`src/rtl/pe_pkg.sv`:
```
package pe_pkg;

    typedef enum logic [1:0] {
        OP_PASS = 2'b00,
        OP_INV  = 2'b01,
        OP_AND  = 2'b10,
        OP_OR   = 2'b11
    } pe_op_e;

    typedef enum logic [1:0] {
        DIR_N = 2'b00,
        DIR_E = 2'b01,
        DIR_W = 2'b10,
        DIR_S = 2'b11
    } pe_dir_e;

    localparam int NUM_DIRS = 4;

    function automatic logic pe_eval(input pe_op_e op, input logic a, input logic b);
        logic r;
        unique case (op)
            OP_PASS: r = a;
            OP_INV:  r = ~a;
            OP_AND:  r = a & b;
            default: r = a | b;
        endcase
        return r;
    endfunction

endpackage

```
`src/rtl/pe_regbank.sv`:
```
module pe_regbank #(
    parameter int S   = 3,
    parameter int NRD = 3,
    localparam int N  = 1 << S
) (
    input  logic         clk,
    input  logic         rst,
    input  logic         wr_en,
    input  logic [S-1:0] wr_addr,
    input  logic         wr_data,
    input  logic [S-1:0] rd_addr [NRD],
    output logic         rd_data [NRD],
    output logic [N-1:0] bank_q
);

    logic [N-1:0] wr_sel;

    always_comb begin
        wr_sel          = '0;
        wr_sel[wr_addr] = wr_en;
    end

    for (genvar i = 0; i < N; i++) begin : g_cell
        always_ff @(posedge clk) begin
            if (rst) begin
                bank_q[i] <= 1'b0;
            end else if (wr_sel[i]) begin
                bank_q[i] <= wr_data;
            end
        end
    end

    for (genvar p = 0; p < NRD; p++) begin : g_rd
        assign rd_data[p] = bank_q[rd_addr[p]];
    end

endmodule

```
`src/rtl/pe_nbr_route.sv`:
```
module pe_nbr_route
    import pe_pkg::*;
(
    input  logic [NUM_DIRS-1:0] nbr_vec,
    input  pe_dir_e             sel,
    output logic                nbr_bit
);

    always_comb begin
        unique case (sel)
            DIR_N:   nbr_bit = nbr_vec[DIR_N];
            DIR_E:   nbr_bit = nbr_vec[DIR_E];
            DIR_W:   nbr_bit = nbr_vec[DIR_W];
            default: nbr_bit = nbr_vec[DIR_S];
        endcase
    end

endmodule

```
`src/rtl/pe_logic.sv`:
```
module pe_logic
    import pe_pkg::*;
(
    input  pe_op_e op,
    input  logic   opa,
    input  logic   opb,
    output logic   res
);

    assign res = pe_eval(op, opa, opb);

endmodule

```
`src/rtl/pe_binary_cell.sv`:
```
module pe_binary_cell
    import pe_pkg::*;
#(
    parameter int S = 3,
    localparam int N = 1 << S,
    localparam int INSTR_W = 4 * S + 3
) (
    input  logic               clk,
    input  logic               rst,
    input  logic               proc_en,
    input  logic [INSTR_W-1:0] instr_word,
    input  logic               nbr_n,
    input  logic               nbr_e,
    input  logic               nbr_w,
    input  logic               nbr_s,
    output logic               nbr_out
);

    localparam int PORT_A   = 0;
    localparam int PORT_B   = 1;
    localparam int PORT_OUT = 2;
    localparam int NRD      = 3;

    typedef struct packed {
        pe_op_e       op;
        logic         a_from;
        logic [S-1:0] a_addr;
        logic [S-1:0] b_addr;
        logic [S-1:0] r_addr;
        logic [S-1:0] out_addr;
    } instr_t;

    instr_t              ins;
    logic [S-1:0]        rd_addr [NRD];
    logic                rd_data [NRD];
    logic [N-1:0]        bank_q;
    logic [NUM_DIRS-1:0] nbr_vec;
    logic                nbr_bit;
    logic                opa;
    logic                res;

    assign ins = instr_t'(instr_word);

    assign rd_addr[PORT_A]   = ins.a_addr;
    assign rd_addr[PORT_B]   = ins.b_addr;
    assign rd_addr[PORT_OUT] = ins.out_addr;

    always_comb begin
        nbr_vec        = '0;
        nbr_vec[DIR_N] = nbr_n;
        nbr_vec[DIR_E] = nbr_e;
        nbr_vec[DIR_W] = nbr_w;
        nbr_vec[DIR_S] = nbr_s;
    end

    pe_regbank #(.S(S), .NRD(NRD)) u_bank (
        .clk     (clk),
        .rst     (rst),
        .wr_en   (proc_en),
        .wr_addr (ins.r_addr),
        .wr_data (res),
        .rd_addr (rd_addr),
        .rd_data (rd_data),
        .bank_q  (bank_q)
    );

    pe_nbr_route u_route (
        .nbr_vec (nbr_vec),
        .sel     (pe_dir_e'(ins.a_addr[1:0])),
        .nbr_bit (nbr_bit)
    );

    assign opa = ins.a_from ? nbr_bit : rd_data[PORT_A];

    pe_logic u_logic (
        .op  (ins.op),
        .opa (opa),
        .opb (rd_data[PORT_B]),
        .res (res)
    );

    assign nbr_out = rd_data[PORT_OUT];

endmodule

```
`config.mk`:
```
export PLATFORM = sky130hd
export DESIGN_NAME = pe_binary_cell
export DESIGN_NICKNAME = d
export VERILOG_FILES = /design/src/rtl/pe_pkg.sv /design/src/rtl/pe_regbank.sv /design/src/rtl/pe_nbr_route.sv /design/src/rtl/pe_logic.sv /design/src/rtl/pe_binary_cell.sv
export SDC_FILE = /design/constraint.sdc
export NUM_CORES = 1
export LEC_CHECK = 0
export ABC_AREA = 0
export BUFFER_PORTS_ARGS = -buffer_cell sky130_fd_sc_hd__buf_2
export CAP_MARGIN = 20
export CORE_MARGIN = 2
export CORE_UTILIZATION = 52
export CTS_CLUSTER_DIAMETER = 120
export CTS_CLUSTER_SIZE = 25
export DETAILED_ROUTE_END_ITERATION = 10
export PLACE_DENSITY_LB_ADDON = 0.15
export SLEW_MARGIN = 10
export SYNTH_ARGS = -nofsm -noshare
export SYNTH_HDL_FRONTEND = slang
export SYNTH_SLANG_ARGS = --single-unit
```
`constraint.sdc`:
```
create_clock -name clk -period 4.2 [get_ports clk]
set_input_delay 0.84 -clock clk [delete_from_list [all_inputs] [get_ports clk]]
set_output_delay 0.84 -clock clk [all_outputs]
set_load 0.02 [all_outputs]
```
=== Yosys cells after proc, flatten, opt, wreduce, memory -nomap -nowiden ===
Cells that the tools add are included.

* Input bits: 22
* Logic and storage cells: 35
* Flip-flop bits (word level): 8
* Output and inout bits: 1

* $lt $le $gt $ge: 5
* Reductions and logical operators: 3
* Mux-type cells: 11
* Equality and inequality tests: 4
* Bitwise operators: 4

{| class="wikitable"
|+ Operator list
! kind !! count
|-
| < comparator 3 x 4 -> 1 bit, second input constant || 4
|-
| binary-select mux 1 bit (select 3 bit) || 3
|-
| bitwise AND 8 bit || 1
|-
| case mux 1 bit (3 select lines) || 2
|-
| two-way mux 1 bit || 5
|-
| equality test 2 x 1 -> 1 bit, second input constant || 2
|-
| equality test 2 bit, second input constant || 2
|-
| zero test 2 bit || 2
|-
| demux 1 bit (select 3 bit) || 1
|-
| greater-or-equal comparator 3 x 1 -> 1 bit, second input constant || 1
|-
| bitwise AND 1 bit || 1
|-
| logical AND 1 bit || 1
|-
| inverter 1 bit || 1
|-
| bitwise OR 1 bit || 1
|}

=== Logic depth before layout (Yosys ltp) ===
Gate-level depths: netlist of the first run.

* Depth after elaboration: 5
* Mapped depth: 6
* Mapped depth without buffers: 5

=== Modules after synthesis ===
Synthesis of the first run repeated with hierarchy kept, for this count alone.

* Cell total of the unflattened synthesis: 50
* Area, all modules: 621.8 sq um

{| class="wikitable"
|+ By module, submodules not included
! module !! cells each !! sequential area each (sq um) !! area each (sq um) !! instances
|-
| pe_regbank || 43 || 160.2 || 548.0 || 1
|-
| pe_logic || 5 || 0.0 || 36.3 || 1
|-
| pe_nbr_route || 1 || 0.0 || 22.5 || 1
|-
| pe_binary_cell || 1 || 0.0 || 15.0 || 1
|}

=== Least setup slack after synthesis of the first run ===
OpenSTA, ideal clock, no wires.

* Kind: input port to output port
* From: input instr_word[0]
* To: output nbr_out
* Path buffers: 0
* Path slack: 1.737 ns
* Stages on the path: 2
* Data arrival time: 1.623 ns
* Required time: 3.360 ns
* Path through: mux4_2 > mux2_2

* Word-level cells in the longest chain between the ends: 2

{| class="wikitable"
|+ RTL lines
! what !! line !! text
|-
| start, declared || pe_binary_cell.sv:11 || <nowiki>input logic [INSTR_W-1:0] instr_word,</nowiki>
|-
| binary-select mux 1 bit (select 3 bit) || pe_regbank.sv:34 || <nowiki>assign rd_data[p] = bank_q[rd_addr[p]];</nowiki>
|-
| two-way mux 1 bit (not written as such) || pe_regbank.sv:34 ||
|-
| end, declared || pe_binary_cell.sv:16 || <nowiki>output logic nbr_out</nowiki>
|}

No other way between the ends. The select of a mux whose other input is x is not followed.

=== Worst setup path after layout of the first run ===
Same ends and word-level chain as after synthesis.

==> results of run 1 <==
metal layers:
metal  track usage, %  vias up  wire length [um]
li1                 -      328                 -
met1             24.6      297               643
met2             40.3       25               757
met3             6.67        4                90
met4             10.0        0                26
met5                0        -                 0
power by group through the flow:
stage / clock, W / combinational (W) / sequential (W)
6_report: 0.0000595 / 0.0000585 / 0.0000847
5_1_grt: 0.0000657 / 0.0000653 / 0.0000851
4_1_cts: 0.0000599 / 0.0000587 / 0.0000847
3_5_place_dp: 0 / 0.0000583 / 0.0000864
3_3_place_gp: 0 / 0.0000572 / 0.0000863
2_1_floorplan: 0 / 0.0000399 / 0.0000844
worst max-delay path: cells and delay by family:
kind                   cells  cell delay (ps)
buffers and inverters      2              270
muxes                      2              750
layout by cell type (no fill, tap or decap), drive strengths merged, types with 3 or more instances in the layout:
cell type	netlist	routed
clkbuf	2	3
mux2i	5	5
a31oi	4	4
buf	1	22
nor2b	3	3
dfxtp	8	8
a41oi	5	5
and3	3	3
a22oi	4	4
nor2	4	4
mux4	5	5
worst max-delay path by stage:
stage / startpoint / to / cells after the start
after floorplan: instr_word[0] / nbr_out / 2
after global placement: instr_word[0] / nbr_out / 4
after detailed placement: instr_word[0] / nbr_out / 4
after CTS: instr_word[0] / nbr_out / 4
after global routing: instr_word[0] / nbr_out / 4
final: instr_word[0] / nbr_out / 4
cell families (layout without fill, tap and decap cells):
kind of cell,count (synthesis),count (layout),share of synthesized area (%)
AO/OA/AOI/OAI,21,21,29.9
flip-flops,8,8,23.5
buffers and inverters,5,27,2.93
AND/OR/NAND/NOR,21,21,18.2
multiplexers,11,11,25.5
metrics by stage:
stage	hold WS [ps]	std cells	total power, W
finish	598	103	0.000203
floorplan	536	66	0.000124
global placement	581	100	0.000143
global route	636	103	0.000216
detailed placement	591	100	0.000145
CTS	592	103	0.000203
layout make-up:
cell class,instances,area [um^2],share of cell area (%)
multi-input combinational,53,502,61.1
sequential,8,160,19.5
timing repair buffer,22,110,13.4
clock buffer,3,22.5,2.74
tap,15,18.8,2.29
inverter,2,7.51,0.915
==> metrics.txt, run 1 <==
sequential power share=between 40% and 50%; IO Pins=23; Internal=approximately 0.00014 W; EDFF count, synth=0; number of CTS-inserted buffers=3; worst hold stages=2; worst r2r dst=u_bank.bank_q[4]$_SDFFE_PP0P_; warnings from Yosys=0; top cells by area, synth=dfxtp_1 23%, mux4_2 17%, mux2i_1 7.3%, a41oi_1 5.1%, a22oi_1 4.4%; Tmin final=between 2000 and 3000 ps; DP HPWL=roughly 1.2 mm; WP data arrival=about 1900 ps; Area Growth Syn to Fin=20.4%; Clock Power Share=roughly 30%; setup TNS=0 ps; # nets final=~110; Max-slew headroom=approximately two thirds; Top reg by flops=u_bank.bank_q; Vert. Die Dim=~40 um; Hold Crit Endpoint=u_bank.bank_q[3]$_SDFFE_PP0P_; global-route wire length before repair=~2.3 mm; total gr overflow=0; number of setup violations in the final report=0; r2r startpoint=u_bank.bank_q[7]$_SDFFE_PP0P_; worst path cell trace=buf_2, mux4_2, mux2_2, buf_2; drt wl/cell=roughly 15 um; Post-Synthesis Cells=66; Seq/Total Area, Yosys=between 20% and 30%; post-CTS setup buffer count=0; peak supply drop=0.197 mV; routability cong.=roughly 0.73; Remaining DRCs=0; Core ar.=between 1000 and 1500 um^2; cell taking the most area after synthesis=dfxtp_1; clock skew=between 0.2 and 0.25 ps; CTS resizes=0; post-synthesis cell type count=30; Die X=around 40 um; initial antenna violation count=0; clk root buf=clkbuf_4; ys async rst share=0%; vias per cell=around 6.3; Ant. Diodes=0; initial core utilization=between 50 and 60%; Hold-fix buffers, CTS=0; worst-path maximum fanout=2; top-count cell post-synth=dfxtp_1; CTS tree=yes; Max Freq=between 0.3 and 0.4 GHz; DR pass1 iterations=4; top flop regs=u_bank.bank_q: 8 flops; Fillers=between 100 and 150; worst skew pair latency=approximately 250 ps; worst stage delay on the critical path=between 400 and 500 ps; vias in the first global route=560; Vias=about 650; Synth Register Bits=8; clk sinks=8; Post-Syn Area=between 600 and 700 um^2; worst hold path class=flip-flop to flip-flop; cell area power density=~250 nW/um^2; Comb pwr share=just under 30%; Sw Pwr=0.0000601 W; syn avg cell area=10.3 um^2; post-route ant nets=0; Clock Tree Buf Depth=2; final WL=between 1.5 and 2 mm; critical path class=input port to output pin; kind of end point of the critical path=output pin; final hold viol count=0; layout cells sized above 1=about two fifths; post-route clock period utilization=64.2%; largest net degree at the start of global routing=10; Commonest cells post-synth=8 x dfxtp_1, 5 x mux2i_1, 5 x mux4_2; Worst R2R Setup Slack=between 2000 and 2500 ps; clock slew at reported path FFs=~50 ps; CP required=around 3400 ps; Top FF cell, synth=dfxtp_1; die footprint=roughly 1600 um^2; status=completed; Static Leak=0.330 nW; FF-to-FF path depth=5; Slew @ Worst Pin=511 ps; cell repeated most along the worst path=buf_2; CP Launch Type=input port; Final WS setup=1510 ps; Tot GR Track Use=22.6%; MaxCap Viol Count=0; FP Rows=13; crit path max-delay cell type=mux4_2; unrepaired setup endpoints after global routing=no; final std cell area, no fill=slightly above 800 um^2; Post-DP Area=around 800 um^2; syn nets=88; dpl ws=about 1500 ps; Sw Share=between 20 and 30%; max FFs per register=8; fin util=approximately 65%; port bufs=22; 1st-iter DRT viols=11; share of the synthesized area in the top cell type=between 20% and 30%; H-tree Lvls=1; hold path start=u_bank.bank_q[3]$_SDFFE_PP0P_; Final Max Tran Viols=0
Power figures use the tool's default switching activity.
==> run 2, diff against run 1 <==
- ABC_AREA: 0 -> 1
- CORE_UTILIZATION: 52 -> 46
- clock period: 4.2 -> 2.2 ns (I/O delays scaled with it)
==> metrics.txt, run 2 <==
status=completed; Tot GR Track Use=20.8% (-1.9 points); Top reg by flops=u_bank.bank_q; Ant. Diodes=0 (unchanged); port bufs=22 (unchanged); clock skew=1.24 ps (+1.00 ps); top-count cell post-synth=nand2_1; Commonest cells post-synth=32 x nand2_1, 31 x nor2_1, 27 x inv_1, 19 x nand3_1, 10 x a21oi_1; Internal=0.000257 W (+81%); Max-slew headroom=84.9% (+19 points); WP data arrival=1370 ps (-480 ps); clk root buf=clkbuf_4; worst-path maximum fanout=4 (+2); setup TNS=0 ps (unchanged); Post-Synthesis Cells=152 (+130%); largest net degree at the start of global routing=15 (+5); clock slew at reported path FFs=50 ps (about the same); mux contribution to synthesized area=0% (-26 points); worst hold stages=4 (+2); largest family of logic cells by synthesized area=simple AND/OR/NAND/NOR gates; drt wl/cell=9.76 um (-34%); number of CTS-inserted buffers=3 (unchanged); Sw Share=33.3% (+3.6 points); complex-gate fraction of the synthesized area=15.3% (-15 points); clk sinks=8 (unchanged); Clock Power Share=29.3% (about the same); global-route wire length before repair=3.22 mm (+38%); syn nets=174 (+98%); CP required=1760 ps (-1600 ps); Vert. Die Dim=46.5 um (+16%); Remaining DRCs=0 (unchanged); Synth Area in Adders=0% (unchanged); vias per cell=4.92 (-23%); sequential power share=40.6% (-1.2 points); worst skew pair latency=250 ps (about the same); most frequent cells in the layout=32 x nand2_1, 31 x nor2_1, 27 x inv_1; Slew @ Worst Pin=226 ps (-285 ps); post-route clock period utilization=82.5%; Sw Pwr=0.000128 W (+110%); critical path class=flip-flop to output pin; EDFF count, synth=0 (unchanged); Top FF cell, synth=dfxtp_1; Synth Register Bits=8 (unchanged); top cells by area, synth=dfxtp_1 19%, nand2_1 14%, nor2_1 14%, inv_1 12%, nand3_1 11%; post-synthesis cell type count=19 (-37%); ys async rst share=0% (unchanged); Hold-fix buffers, CTS=0 (unchanged); Area Growth Syn to Fin=17.0%; DP HPWL=1.63 mm (+37%); layout cells sized above 1=19.0% (-22 points); total gr overflow=0 (unchanged); initial antenna violation count=0 (unchanged); fin util=57.0% (-7.7 points); post-route ant nets=0 (unchanged); warnings from Yosys=0 (unchanged); # nets final=198 (+77%); CP Launch Type=flip-flop; die footprint=2170 um^2 (+34%); MaxCap Viol Count=0 (unchanged); CTS resizes=0 (unchanged); Tmin final=~1800 ps; commonest non-fill, non-tap cell in the layout=nand2_1; Max Freq=around 0.55 GHz; Clock Tree Buf Depth=2 (unchanged); Simple-Gate Fraction of Synth Area=50.5% (+32 points); kind of end point of the critical path=output pin; Post-Syn Area=832 um^2 (+22%); cell taking the most area after synthesis=dfxtp_1; max FFs per register=8 (unchanged); Vias=979 (+50%); unrepaired setup endpoints after global routing=no; final hold viol count=0 (unchanged); FP Rows=15 (+2); Core ar.=1710 um^2 (+35%); Seq/Total Area, Yosys=19.2% (-4.2 points); Comb pwr share=30.1% (+1.2 points); share of the synthesized area in the top cell type=19.2% (-4.2 points); vias in the first global route=850 (+52%); initial core utilization=48.7% (-5.0 points); syn avg cell area=5.47 um^2 (-47%); IO Pins=23 (unchanged); post-CTS setup buffer count=0 (unchanged); worst hold path class=input port to flip-flop; XOR/XNOR Fraction of Synth Area=0% (unchanged); final WL=1.94 mm (+28%); cell area power density=396 nW/um^2 (+60%); DR pass1 iterations=4 (unchanged); routability cong.=0.845 (+17%); top flop regs=u_bank.bank_q: 8 flops; Fillers=178 (+65%); Static Leak=0.514 nW (+56%); number of setup violations in the final report=0 (unchanged); peak supply drop=0.284 mV (+44%); FF-to-FF path depth=11 (+6); Die X=46.5 um (+16%); 1st-iter DRT viols=18 (+7); Final Max Tran Viols=0 (unchanged); CTS tree=yes; H-tree Lvls=1 (unchanged)
run 2: routing by layer:
metal  wire (um)  track usage [%]  vias up
met5           0                0        -
met4          42             13.7        0
met3         101             2.75        4
met2         950             36.4       31
met1         848             23.0      420
li1            -                -      524
run 2: final timing paths:
kind	from	to	slack [ps]
min	rst	u_bank.bank_q[7]$_SDFFE_PP0P_	540
min reg2reg	u_bank.bank_q[6]$_SDFFE_PP0P_	u_bank.bank_q[6]$_SDFFE_PP0P_	610
max reg2reg	u_bank.bank_q[4]$_SDFFE_PP0P_	u_bank.bank_q[4]$_SDFFE_PP0P_	860
max	u_bank.bank_q[0]$_SDFFE_PP0P_	nbr_out	390
run 2: cell families (layout without fill, tap and decap cells):
kind of cell	count (synthesis)	count (layout)
AO/OA/AOI/OAI	24	24
buffers and inverters	30	52
flip-flops	8	8
AND/OR/NAND/NOR	90	90
run 2: area by class of cell:
cell class                 instances  area, um^2  area share [%]
sequential                         8         160            16.5
clock buffer                       3        22.5            2.31
inverter                          27         101            10.4
multi-input combinational        114         548            56.3
timing repair buffer              22         110            11.3
tap                               25        31.3            3.21
run 2: power groups by stage:
stage | logic, W | clock network [W] | registers (W)
after floorplan | 0.0000795 | 0 | 0.000157
after global placement | 0.000113 | 0 | 0.000160
after detailed placement | 0.000116 | 0 | 0.000160
after CTS | 0.000116 | 0.000115 | 0.000157
after global routing | 0.000132 | 0.000120 | 0.000157
final | 0.000116 | 0.000113 | 0.000157
run 2: per-stage QoR:
stage / cells / cell area [um^2] / hold WS [ps] / worst slack (ps) / power [W]
2_1_floorplan: 152 / 832 / 552 / 574 / 0.000237
3_3_place_gp: 196 / 951 / 583 / 553 / 0.000273
3_5_place_dp: 196 / 951 / 599 / 476 / 0.000276
4_1_cts: 199 / 973 / 537 / 402 / 0.000388
5_1_grt: 199 / 973 / 581 / 293 / 0.000409
6_report: 199 / 973 / 536 / 385 / 0.000386
run 2: worst max-delay path, stage by stage, from the launching register on:
cell,delay (ps)
dfxtp_1,390
inv_1,70
a21oi_1,130
o21ai_0,90
nand2_1,80
nor2_1,40
a31oi_1,130
buf_2,190
